<file path="src/rtl/trc_pkg.sv">
package trc_pkg;
  // Number of target bytes for a byte-count code.
  function automatic logic [2:0] bytes_for_code(input logic [1:0] code);
    case (code)
      2'b00:   bytes_for_code = 3'd0;
      2'b01:   bytes_for_code = 3'd2;
      2'b10:   bytes_for_code = 3'd3;
      default: bytes_for_code = 3'd4;
    endcase
  endfunction
endpackage

</file>
<file path="src/rtl/trc_branch_seq.sv">
module trc_branch_seq #(
  parameter int ADDR_W = 32,
  parameter int BYTE_W = 8
) (
  input  logic              clk,
  input  logic              rst,
  input  logic              load,
  input  logic [1:0]        code,
  input  logic [ADDR_W-1:0] target,
  input  logic              advance,
  output logic              active,
  output logic [BYTE_W-1:0] cur_byte
);
  localparam int LANES = ADDR_W / BYTE_W;
  localparam int CNT_W = $clog2(LANES + 1);

  logic [CNT_W-1:0]  cnt_q;
  logic [ADDR_W-1:0] shift_q;

  always_ff @(posedge clk) begin
    if (rst) begin
      cnt_q   <= '0;
      shift_q <= '0;
    end else if (load) begin
      cnt_q   <= CNT_W'(trc_pkg::bytes_for_code(code));
      shift_q <= target;
    end else if (advance && cnt_q != '0) begin
      cnt_q   <= cnt_q - CNT_W'(1);
      shift_q <= shift_q >> BYTE_W;
    end
  end

  assign active   = (cnt_q != '0);
  assign cur_byte = shift_q[BYTE_W-1:0];
endmodule

</file>
<file path="src/rtl/trc_asid_hold.sv">
module trc_asid_hold #(
  parameter int ASID_W = 8
) (
  input  logic              clk,
  input  logic              rst,
  input  logic              capture,
  input  logic [ASID_W-1:0] value,
  input  logic              drain,
  output logic              pending,
  output logic [ASID_W-1:0] held
);
  always_ff @(posedge clk) begin
    if (rst) begin
      pending <= 1'b0;
      held    <= '0;
    end else if (capture) begin
      pending <= 1'b1;
      held    <= value;
    end else if (drain) begin
      pending <= 1'b0;
    end
  end
endmodule

</file>
<file path="src/rtl/trc_ovf_cnt.sv">
module trc_ovf_cnt #(
  parameter int OVF_W = 8
) (
  input  logic             clk,
  input  logic             rst,
  input  logic             inc,
  output logic [OVF_W-1:0] count
);
  always_ff @(posedge clk) begin
    if (rst)
      count <= '0;
    else if (inc && count != '1)
      count <= count + OVF_W'(1);
  end
endmodule

</file>
<file path="src/rtl/trc_emitter.sv">
module trc_emitter #(
  parameter int ADDR_W = 32,
  parameter int BYTE_W = 8,
  parameter int ASID_W = 8,
  parameter int OVF_W  = 8
) (
  input  logic              clk,
  input  logic              rst,
  input  logic [1:0]        cfg_bytes,
  input  logic              own_en,
  input  logic              br_taken,
  input  logic [ADDR_W-1:0] br_target,
  input  logic              ev_user,
  input  logic              ev_asid_load,
  input  logic              ev_sync_pc,
  input  logic [ASID_W-1:0] asid,
  input  logic              out_ready,
  output logic              out_valid,
  output logic [BYTE_W-1:0] out_data,
  output logic              out_asid,
  output logic              busy,
  output logic [OVF_W-1:0]  ovf_count
);
  logic              br_active;
  logic [BYTE_W-1:0] br_byte;
  logic              as_pending;
  logic [ASID_W-1:0] as_held;
  logic              fire, asid_evt, as_capture, br_load, ovf_inc;

  assign fire       = out_valid & out_ready;
  assign asid_evt   = own_en & (ev_user | ev_asid_load | ev_sync_pc);
  assign as_capture = asid_evt & (~as_pending | (fire & ~br_active));
  assign br_load    = br_taken & ~busy & (cfg_bytes != 2'b00);
  assign ovf_inc    = br_taken & busy & (cfg_bytes != 2'b00);

  trc_branch_seq #(.ADDR_W(ADDR_W), .BYTE_W(BYTE_W)) br_i (
    .clk(clk), .rst(rst), .load(br_load), .code(cfg_bytes),
    .target(br_target), .advance(fire), .active(br_active), .cur_byte(br_byte)
  );

  trc_asid_hold #(.ASID_W(ASID_W)) hold_i (
    .clk(clk), .rst(rst), .capture(as_capture), .value(asid),
    .drain(fire & ~br_active), .pending(as_pending), .held(as_held)
  );

  trc_ovf_cnt #(.OVF_W(OVF_W)) ovf_i (
    .clk(clk), .rst(rst), .inc(ovf_inc), .count(ovf_count)
  );

  assign out_valid = br_active | as_pending;
  assign out_asid  = ~br_active & as_pending;
  assign out_data  = br_active ? br_byte : BYTE_W'(as_held);
  assign busy      = out_valid;
endmodule

</file>
<file path="config.mk">
export PLATFORM = sky130hd
export DESIGN_NAME = trc_emitter
export DESIGN_NICKNAME = d
export VERILOG_FILES = /design/src/rtl/trc_pkg.sv /design/src/rtl/trc_branch_seq.sv /design/src/rtl/trc_asid_hold.sv /design/src/rtl/trc_ovf_cnt.sv /design/src/rtl/trc_emitter.sv
export SDC_FILE = /design/constraint.sdc
export NUM_CORES = 1
export LEC_CHECK = 0
export ABC_AREA = 1
export BUFFER_PORTS_ARGS = -buffer_cell sky130_fd_sc_hd__buf_2
export CAP_MARGIN = 20
export CORE_AREA = 3 3 79 81
export CTS_BUF_LIST = sky130_fd_sc_hd__clkbuf_16
export DETAILED_ROUTE_END_ITERATION = 6
export DIE_AREA = 0 0 82 84
export GPL_TIMING_DRIVEN = 0
export PLACE_DENSITY = 0.84
export SYNTH_ARGS = -nofsm -noshare
export SYNTH_HDL_FRONTEND = slang
export SYNTH_SLANG_ARGS = --single-unit
export TNS_END_PERCENT = 50
</file>
<file path="constraint.sdc">
create_clock -name clk -period 1.5 [get_ports clk]
set_input_delay 0.225 -clock clk [delete_from_list [all_inputs] [get_ports clk]]
set_output_delay 0.225 -clock clk [all_outputs]
set_load 0.05 [all_outputs]
</file>
==> impl_metrics.json <==
{
  "gr-total-overflow": 0,
  "diodes": 0,
  "finClkSkew_ns": 0.00354,
  "gp_congestion": 0.833,
  "num_vias": 2888,
  "cp-start-kind": "flip-flop",
  "cp.required_ns": 1.27,
  "fmax_mhz": 572,
  "syn_area_per_cell_um2": 6.64,
  "grt_pass1_vias": 2696,
  "drive_above_1_share_pct": 30.2,
  "ios": 69,
  "cts_tree": "built",
  "synth-simple-area-share_pct": 30.2,
  "fp-row-count": 27,
  "synth_top_family_by_area": "simple AND/OR/NAND/NOR gates",
  "synthAdderAreaFrac_pct": 2.78,
  "syn2layout_area_growth_pct": 38.8,
  "first_iter_violations": 208,
  "synth_nets": 462,
  "final_util_pct": 67.6,
  "synth_xor_area_share_pct": 0.650,
  "endpoint_kind": "output pin",
  "grt_max_degree": 18,
  "clock_path_buffers": 2,
  "path_clk_slew_ns": 0.07,
  "cts_sinks": 52,
  "postSynthCellCount": 406,
  "met1_usage_pct": 25.4,
  "synth_edf_count": 0,
  "yosys.area.top_type": "dfxtp_1",
  "grt_use_met3_pct": 3.89,
  "final_cells": 562,
  "grt-busiest-layer": "met2",
  "synth_area_leaders": "dfxtp_1 (39%), nor2_1 (9.5%), a21oi_1 (9.1%)",
  "max-cap-violations": 0,
  "numPortBuffers": 67,
  "relSlewSlack_pct": 65.6,
  "wl_per_cell_um": 13.6,
  "path_class": "reg -> out",
  "grt_pass1_wl_um": 11700,
  "hold_ws_ns": 0.184,
  "die-area_um2": 6890,
  "via_per_inst": 5.14,
  "setup_slack_ns": -0.250,
  "crit_arrival_ns": 1.52,
  "insertion_delay_ns": 0.29,
  "start_util_pct": 48.7,
  "netlist-cell-type-count": 26,
  "synth_ff_type": "dfxtp_1",
  "holdCritPathClass": "in -> reg",
  "core_area_um2": 5540,
  "antenna_found_initial": 0,
  "clk_root_buffer_cell": "clkbuf_16",
  "rsz0062_at_grt": "true",
  "synth.area.mux_share_pct": 0,
  "drtPass1Iterations": 4,
  "fin_nets": 545,
  "cts_buffers": 5,
  "die_w_um": 82,
  "yosys.area.top_type_share_pct": 38.6,
  "gr-usage-met2_pct": 36.3,
  "p_leak_nw": 1.65,
  "fin_crit_ns": 1.75,
  "status": "finished, violations left",
  "die_h_um": 84,
  "pre_cts_ws_ns": -0.258,
  "worstMarginPinSlew_ns": 0.515,
  "drv_slew": 0,
  "setup_viol": 47,
  "yosys.cell_count.top_type": "nor2_1",
  "critical_path_peak_fanout": 5,
  "groute.usage.overall_pct": 20.9,
  "drt_wl_total_um": 7660,
  "synth_seq_cells": 52,
  "ir_worst_vdd_v": 0.00108,
  "drc": 0,
  "dp.cells": 545,
  "violations": "setup timing",
  "synthTopCellsByCount": "nor2_1 (68), inv_1 (59), nand2_1 (58)",
  "p_per_area_nw_per_um2": 1980,
  "yosysSeqAreaShare_pct": 38.6,
  "yosys_warnings": 0,
  "hpwl_um": 5000,
  "fin_crit_sh_pct": 117,
  "drtAntennaViolNets": 0,
  "synth_area_um2": 2700,
  "synthArstFlopShare_pct": 0,
  "hold_viol_final": 0,
  "synth_compound_area_share_pct": 14.6,
  "h-tree-depth": 2
}
## power breakdown
part	internal (mW)	total, mW	switching [mW]
combinational	1.53	4.01	2.49
sequential	1.70	1.90	0.209
clock	0.962	1.48	0.515
## through the flow
step | total power [mW] | setup TNS, ns | instance area (um^2)
after detailed placement | 5.01 | -3.74 | 3260
final | 7.39 | -4.69 | 3740
after CTS | 6.94 | -1.93 | 3590
after floorplan | 4.38 | -0.0296 | 2830
after global placement | 4.93 | -1.98 | 3260
after global routing | 7.79 | -8.24 | 3740
## cell usage in the layout (no fill, tap or decap), types with 2 or more instances in the layout
master,Yosys,layout
dfxtp_1,52,47
o21ai_1,1,10
dfxtp_2,0,5
nand2_1,58,55
nand3_1,43,42
o21ai_2,0,3
nand2_2,5,3
o21ai_4,0,8
nor2_4,1,3
buf_8,0,3
a21oi_1,49,49
nand4_1,2,2
bufinv_16,0,2
inv_2,3,4
nand2_4,2,8
nor2_2,3,10
o21ai_0,27,7
buf_6,3,17
ha_1,6,4
clkbuf_1,7,6
buf_2,5,60
inv_6,0,2
inv_4,0,2
inv_1,59,55
clkbuf_16,0,7
buf_4,5,4
nor2_1,68,60
## sequential cells by signal, indices dropped and copies added, names as in the netlist
register        cells
br_i.cnt_q          3
br_i.shift_q       32
hold_i.held         8
hold_i.pending      1
ovf_i.count         8
## critical path, stage by stage (launching register included)
cell	delay, ns
dfxtp_2	0.32
inv_2	0.07
ha_4	0.15
inv_4	0.05
nor2_4	0.17
clkbuf_16	0.20
nand2_4	0.05
o21ai_4	0.06
buf_8	0.16
## routing by layer
metal  up-vias  part of all wire, %
met5         -                    0
met4         0                  2.2
met2       115                   51
li1       1450                    -
met3        17                  7.6
met1      1306                   40
## cell families (layout without fill, tap and decap cells)
family,after synthesis,count (layout)
AND/OR/NAND/NOR,186,188
buffers and inverters,82,164
AO/OA/AOI/OAI,78,78
flip-flops,52,52
adder cells (fa/ha/maj),6,6
XOR/XNOR,2,2
## layout make-up
type	count	area, um^2
buffer	20	171
clock buffer	5	125
clock inverter	3	68.8
fill	452	1800
inverter	62	243
multi-input combinational	274	1510
sequential	52	1050
tap	72	90.1
timing repair buffer	74	489
## repair_timing
item | CTS | global route
buffers inserted | 2 | 1
cloned | 2 | 4
hold buffers | 0 | 0
gates resized for setup | 38 | 41
setup endpoints to repair | 22 | 63
pin swaps | 2 | 0
## worst paths after layout
| kind | from | to | slack (ns) | cells past startpoint |
|---|---|---|---|---|
| hold reg to reg | hold_i.held[0]$_SDFFE_PP0P_ | hold_i.held[0]$_SDFFE_PP0P_ | 0.47 | 2 |
| setup / recovery | br_i.cnt_q[0]$_SDFFE_PP0P_ | out_data[5] | -0.25 | 8 |
| setup reg to reg | br_i.cnt_q[0]$_SDFFE_PP0P_ | br_i.shift_q[12]$_SDFFE_PP0P_ | -0.21 | 10 |
| hold / removal | br_target[29] | br_i.shift_q[29]$_SDFFE_PP0P_ | 0.18 | 3 |
Note: power is estimated with default switching activity, not from simulation.
